[config.mk]
export PLATFORM = sky130hd
export DESIGN_NAME = spi_cmd_classifier
export DESIGN_NICKNAME = d
export VERILOG_FILES = /design/src/rtl/spi_cls_pkg.sv /design/src/rtl/spi_in_sync.sv /design/src/rtl/spi_frame_shift.sv /design/src/rtl/spi_cmd_decode.sv /design/src/rtl/spi_cmd_classifier.sv
export SDC_FILE = /design/constraint.sdc
export NUM_CORES = 1
export LEC_CHECK = 0
export BUFFER_PORTS_ARGS = -buffer_cell sky130_fd_sc_hd__buf_2
export CELL_PAD_IN_SITES_DETAIL_PLACEMENT = 2
export CELL_PAD_IN_SITES_GLOBAL_PLACEMENT = 2
export CORE_UTILIZATION = 41
export CTS_BUF_LIST = sky130_fd_sc_hd__clkbuf_4 sky130_fd_sc_hd__clkbuf_8 sky130_fd_sc_hd__clkbuf_16
export DETAILED_ROUTE_END_ITERATION = 12
export GPL_TIMING_DRIVEN = 0
export PLACE_DENSITY = 0.82
export SLEW_MARGIN = 20
export SYNTH_ARGS = -nofsm -noshare
export SYNTH_HDL_FRONTEND = slang
export SYNTH_SLANG_ARGS = --single-unit
[constraint.sdc]
create_clock -name clk_i -period 2.18 [get_ports clk_i]
set_input_delay 0.218 -clock clk_i [delete_from_list [all_inputs] [get_ports clk_i]]
set_output_delay 0.218 -clock clk_i [all_outputs]
set_load 0.05 [all_outputs]
[src/rtl/spi_cls_pkg.sv]
package spi_cls_pkg;
  localparam int unsigned FRAME_BITS = 16;
  localparam int unsigned KIND_HI    = 15;
  localparam int unsigned KIND_LO    = 14;
  localparam int unsigned ADDR_HI    = 13;
  localparam int unsigned ADDR_LO    = 9;
  localparam int unsigned PN_BIT     = 8;
  localparam int unsigned DATA_W     = 8;
  localparam int unsigned ADDR_W     = ADDR_HI - ADDR_LO + 1;
  localparam int unsigned KIND_W     = KIND_HI - KIND_LO + 1;

  typedef enum logic [KIND_W-1:0] {
    CMD_RD_REG  = 2'b00,
    CMD_WR_REG  = 2'b01,
    CMD_RSV     = 2'b10,
    CMD_RD_FLAG = 2'b11
  } cmd_kind_e;
endpackage

[src/rtl/spi_in_sync.sv]
module spi_in_sync #(
  parameter int unsigned STAGES  = 2,
  parameter int unsigned W       = 3,
  parameter logic [W-1:0] RST_VAL = '0
) (
  input  logic         clk_i,
  input  logic         rst_ni,
  input  logic [W-1:0] async_i,
  output logic [W-1:0] sync_o
);
  for (genvar b = 0; b < W; b++) begin : g_bit
    logic [STAGES-1:0] chain;
    always_ff @(posedge clk_i or negedge rst_ni) begin
      if (!rst_ni) chain <= {STAGES{RST_VAL[b]}};
      else         chain <= {chain[STAGES-2:0], async_i[b]};
    end
    assign sync_o[b] = chain[STAGES-1];
  end
endmodule

[src/rtl/spi_frame_shift.sv]
module spi_frame_shift
  import spi_cls_pkg::*;
(
  input  logic                  clk_i,
  input  logic                  rst_ni,
  input  logic                  sclk_s_i,
  input  logic                  cs_n_s_i,
  input  logic                  mosi_s_i,
  output logic                  done_o,
  output logic                  len_ok_o,
  output logic [FRAME_BITS-1:0] word_o
);
  localparam int unsigned CNT_W = $clog2(FRAME_BITS + 2);
  localparam logic [CNT_W-1:0] CNT_MAX  = CNT_W'(FRAME_BITS + 1);
  localparam logic [CNT_W-1:0] CNT_FULL = CNT_W'(FRAME_BITS);

  logic                  sclk_q, cs_n_q;
  logic [CNT_W-1:0]      cnt;
  logic [FRAME_BITS-1:0] sh;
  logic                  sclk_rise, cs_rise;

  assign sclk_rise = sclk_s_i & ~sclk_q;
  assign cs_rise   = cs_n_s_i & ~cs_n_q;

  always_ff @(posedge clk_i or negedge rst_ni) begin
    if (!rst_ni) begin
      sclk_q   <= 1'b0;
      cs_n_q   <= 1'b1;
      cnt      <= '0;
      sh       <= '0;
      done_o   <= 1'b0;
      len_ok_o <= 1'b0;
      word_o   <= '0;
    end else begin
      sclk_q <= sclk_s_i;
      cs_n_q <= cs_n_s_i;
      done_o <= cs_rise;
      if (cs_rise) begin
        word_o   <= sh;
        len_ok_o <= (cnt == CNT_FULL);
      end
      if (cs_n_s_i) begin
        cnt <= '0;
      end else if (sclk_rise) begin
        sh <= {sh[FRAME_BITS-2:0], mosi_s_i};
        // saturate one past full so long frames stay distinguishable
        if (cnt != CNT_MAX) cnt <= cnt + 1'b1;
      end
    end
  end

  p_idle_clear_r7: assert property (@(posedge clk_i) disable iff (!rst_ni)
    cs_n_s_i |=> (cnt == '0));
endmodule

[src/rtl/spi_cmd_decode.sv]
module spi_cmd_decode
  import spi_cls_pkg::*;
(
  input  logic                  clk_i,
  input  logic                  rst_ni,
  input  logic                  done_i,
  input  logic                  len_ok_i,
  input  logic [FRAME_BITS-1:0] word_i,
  input  logic                  parity_en_i,
  output logic                  cmd_valid_o,
  output logic [KIND_W-1:0]     cmd_kind_o,
  output logic [ADDR_W-1:0]     addr_o,
  output logic [DATA_W-1:0]     data_o,
  output logic                  pn_err_o,
  output logic                  type_err_o,
  output logic                  frame_err_o
);
  cmd_kind_e kind;
  logic      exp_par, pn_bad, take;

  assign kind    = cmd_kind_e'(word_i[KIND_HI:KIND_LO]);
  // bit 8 value that makes the whole word carry an odd count of ones
  assign exp_par = ~^{word_i[FRAME_BITS-1:PN_BIT+1], word_i[PN_BIT-1:0]};
  assign take    = done_i & len_ok_i;

  always_comb begin
    unique case (kind)
      CMD_RD_REG, CMD_RD_FLAG: pn_bad = ~word_i[PN_BIT];
      CMD_WR_REG:              pn_bad = parity_en_i ? (word_i[PN_BIT] != exp_par)
                                                    : word_i[PN_BIT];
      default:                 pn_bad = 1'b0;
    endcase
  end

  always_ff @(posedge clk_i or negedge rst_ni) begin
    if (!rst_ni) begin
      cmd_valid_o <= 1'b0;
      frame_err_o <= 1'b0;
      cmd_kind_o  <= '0;
      addr_o      <= '0;
      data_o      <= '0;
      pn_err_o    <= 1'b0;
      type_err_o  <= 1'b0;
    end else begin
      cmd_valid_o <= take;
      frame_err_o <= done_i & ~len_ok_i;
      if (take) begin
        cmd_kind_o <= word_i[KIND_HI:KIND_LO];
        addr_o     <= word_i[ADDR_HI:ADDR_LO];
        data_o     <= word_i[DATA_W-1:0];
        pn_err_o   <= pn_bad;
        type_err_o <= (kind == CMD_RSV);
      end
    end
  end

  p_read_pn_r4: assert property (@(posedge clk_i) disable iff (!rst_ni)
    (take && word_i[KIND_HI] == word_i[KIND_LO] && !word_i[PN_BIT]) |=> (cmd_valid_o && pn_err_o));
  p_wr_plain_r5: assert property (@(posedge clk_i) disable iff (!rst_ni)
    (take && word_i[KIND_HI:KIND_LO] == 2'b01 && !parity_en_i && word_i[PN_BIT]) |=> pn_err_o);
  p_rsv_r3: assert property (@(posedge clk_i) disable iff (!rst_ni)
    (take && word_i[KIND_HI:KIND_LO] == 2'b10) |=> (type_err_o && !pn_err_o));
  p_bad_len_r7: assert property (@(posedge clk_i) disable iff (!rst_ni)
    (done_i && !len_ok_i) |=> (frame_err_o && !cmd_valid_o));
  p_one_pulse_r8: assert property (@(posedge clk_i) disable iff (!rst_ni)
    cmd_valid_o |=> !cmd_valid_o);
endmodule

[src/rtl/spi_cmd_classifier.sv]
module spi_cmd_classifier
  import spi_cls_pkg::*;
#(
  parameter int unsigned SYNC_STAGES = 2
) (
  input  logic        clk_i,
  input  logic        rst_ni,
  input  logic        sclk_i,
  input  logic        cs_ni,
  input  logic        mosi_i,
  input  logic        parity_en_i,
  output logic        cmd_valid_o,
  output logic [1:0]  cmd_kind_o,
  output logic [4:0]  addr_o,
  output logic [7:0]  data_o,
  output logic        pn_err_o,
  output logic        type_err_o,
  output logic        frame_err_o
);
  logic [2:0]            sync_s;
  logic                  done, len_ok;
  logic [FRAME_BITS-1:0] word;

  spi_in_sync #(
    .STAGES (SYNC_STAGES),
    .W      (3),
    .RST_VAL(3'b010)
  ) i_sync (
    .clk_i  (clk_i),
    .rst_ni (rst_ni),
    .async_i({mosi_i, cs_ni, sclk_i}),
    .sync_o (sync_s)
  );

  spi_frame_shift i_shift (
    .clk_i   (clk_i),
    .rst_ni  (rst_ni),
    .sclk_s_i(sync_s[0]),
    .cs_n_s_i(sync_s[1]),
    .mosi_s_i(sync_s[2]),
    .done_o  (done),
    .len_ok_o(len_ok),
    .word_o  (word)
  );

  spi_cmd_decode i_dec (
    .clk_i      (clk_i),
    .rst_ni     (rst_ni),
    .done_i     (done),
    .len_ok_i   (len_ok),
    .word_i     (word),
    .parity_en_i(parity_en_i),
    .cmd_valid_o(cmd_valid_o),
    .cmd_kind_o (cmd_kind_o),
    .addr_o     (addr_o),
    .data_o     (data_o),
    .pn_err_o   (pn_err_o),
    .type_err_o (type_err_o),
    .frame_err_o(frame_err_o)
  );

  p_result_follows_r8: assert property (@(posedge clk_i) disable iff (!rst_ni)
    done |=> (cmd_valid_o || frame_err_o));
  p_exclusive_r7: assert property (@(posedge clk_i) disable iff (!rst_ni)
    !(cmd_valid_o && frame_err_o));
endmodule

==> results.cfg <==
[drt]
viasPerCell = 5.130
drt_iter0_markers = 88
first_pass_iters = 3
vias = 1534
wl_per_cell_microns = 20.14
drc = 0
routed_wl_mm = 6.021
drtAntennaViolNets = 0

[sta]
slew_headroom_pct = 43.75
fin_crit_sh_pct = 92.85
rsz0062_at_grt = false
min_period_ps = 2024
hold_viol = 0
worst_slack_ps = 156.0
hold_ws_ps = 179.5
tightest_slew_ps = 843.7
fmax_mhz = 494.1
fin_skew_ps = 11.34
setup_tns_ps = 0
setup_viol = 0
finalMaxSlewViolations = 0

[critical_path]
crit_type = register to register
crit_chain = clkbuf_1 -> nor2b_1 -> buf_2 -> mux2_2
critical_path.max_fanout = 10
crit_family = buffers and inverters
reg2reg_depth = 4
slowest_stage = dfstp_2
arrival_ps = 2250
cp-start-kind = register
timing.rr.start = i_sync.g_bit[1].chain[1]
cp_slowest_stage_delay_ps = 540
r2r-end = i_shift.word_o[0]
required_ps = 2410
reg2reg_setup_slack_ps = 160
end_kind = register
crit_buf_inv = 2

[min_path]
min-delay-start = parity_en_i
min_to = i_dec.pn_err_o
hold_path_depth = 3
min_path_type = input pin to register

[clock_network]
cts_tree = built
htree_levels = 3
cts_sinks = 66
root_buffer = clkbuf_8
cts_setup_buffers = 0
clk_pin_slew_worst_paths_ps = 80
cts_buffer_depth = 2
clock_latency_ps = 340
cts_buffers = 9

[final_layout]
n_antenna_cell = 0
fin_cells = 299
finish.utilization_pct = 51.34
area_growth_syn_to_layout_pct = 18.03
fillers = 585
final_nets = 230
drive_gt1_share_pct = 40.63

[power]
ir_worst_vdd_mv = 0.4385
p_leak_uw = 0.001553
power_density_nw_per_um2 = 1046

[placement]
place_hpwl_mm = 3.904
io_buffers = 24
dpl.cell_count = 279
routabilityCongestion = 0.7101
pre_cts_ws_ps = 98.93

[synth]
synth_warnings = 0
yosys-top-cells-count = 63 x dfrtp_1, 44 x mux2_2, 9 x nor2_1
seq_area_frac_synth_pct = 62.79
yosys.area.top_type_share_pct = 59.80
syn_nets = 191
yosysTopAreaCell = dfrtp_1
yosysMostFrequentCell = dfrtp_1
ys_ff_latch = 66
synth_ff_type = dfrtp_1
netlist_instances = 180
synth_area_sq_um = 2636
yosysUniqueCellTypes = 23
synth.area.top_cells = dfrtp_1 60%, mux2_2 19%, dfstp_2 3.0%
async_flop_share_pct = 100.0
synth_edf_count = 0
syn_area_per_cell_sq_um = 14.65

[die]
pin_count = 25
die_w_microns = 82.19
die-height_microns = 82.19
initial_core_util_pct = 43.50
rows = 28
core_sq_um = 6061
die_area_sq_um = 6754

[global_route]
grt-ovfl-total = 0
grt_pass1_vias = 1724
grtUsageTotal_pct = 21.21
grt_max_degree = 67
antenna_found_initial = 0
grt_pass1_wl_mm = 9.791

[flow_run]
cap_violations = 0

[run_status]
status = completed
worst register-to-register path: stages, from the launching register on:
cell,delay (ps)
dfstp_2,540
clkbuf_1,310
nor2b_1,340
buf_2,340
mux2_2,390
worst max path at each step:
| stage | slack [ps] | to | depth (start not counted) | from |
|---|---|---|---|---|
| 3_5_place_dp | 100 | i_shift.word_o[4] | 4 | i_sync.g_bit[1].chain[1] |
| 6_report | 160 | i_shift.word_o[0] | 4 | i_sync.g_bit[1].chain[1] |
| 2_1_floorplan | 500 | i_shift.word_o[2] | 4 | i_sync.g_bit[1].chain[1] |
| 4_1_cts | 20 | i_shift.word_o[3] | 4 | i_sync.g_bit[1].chain[1] |
| 3_3_place_gp | 270 | i_shift.word_o[3] | 4 | i_sync.g_bit[1].chain[1] |
| 5_1_grt | 40 | i_shift.word_o[10] | 4 | i_sync.g_bit[1].chain[1] |
report_power, final:
group | internal (uW) | switching [uW]
logic | 360 | 217
clock network | 667 | 473
registers | 1380 | 156
total | 2410 | 847
area by class of cell:
cell class	instances	area, sq um	area share (%)
Buffer	6	26.28	0.8444
Clock buffer	10	137.6	4.423
Clock inverter	6	80.08	2.573
Inverter	7	26.28	0.8444
Multi-Input combinational cell	101	929.6	29.88
Sequential cell	66	1655	53.20
Tap cell	75	93.84	3.016
Timing Repair Buffer	28	162.7	5.227
logic make-up after synthesis:
family	Yosys count	synth area share (%)
compound gates	8	1.566
simple gates	28	5.268
buf+inv	13	1.946
fa+ha+maj	5	2.373
xor+xnor	15	6.835
flops	66	62.79
mux	45	19.22
through the flow:
step	area (sq um)	power, uW
6_report	3112	3254
5_1_grt	3112	3409
4_1_cts	3110	3299
3_5_place_dp	2853	2121
3_3_place_gp	2850	2070
2_1_floorplan	2636	1937
registers in the layout, summed over array words and instances, names as in the netlist, 2 cells and up:
signal and flops:
i_dec.addr_o 5, i_dec.data_o 8, i_sync.g_bit.chain 6, i_shift.cnt 5, i_shift.sh 16, i_shift.word_o 16
i_dec.cmd_kind_o 2
metal layers:
metal,vias to the layer above,part of all wire [%],track usage (%)
li1,689,-,-
met4,0,2.1,10.18
met3,12,3.2,5.604
met1,803,42,25.05
met2,30,53,35.79
met5,-,0,0
layout by cell type, fill, tap and decap left out, types with 2 or more instances in the layout:
cell / count
dfrtp_1: 63
mux2_2: 44
buf_2: 25
clkbuf_8: 10
nor2_1: 9
xnor2_1: 8
inv_1: 7
nand2_1: 6
o21ai_0: 6
ha_1: 5
nand3_1: 4
clkinv_2: 4
dlygate4sd3_1: 4
clkbuf_1: 3
nor2b_1: 3
xor2_1: 3
xnor3_1: 3
dfstp_2: 3
nand2b_1: 2
nand4b_1: 2
bufinv_16: 2
timing repair:
| item | in CTS | in global routing |
|---|---|---|
| gates resized for setup | 0 | 2 |
| hold buffers | 4 | 0 |
| endpoints found under the hold margin | 39 | 0 |
| setup endpoints to repair | 0 | 4 |
No activity file was read; power rests on OpenSTA's default activity.
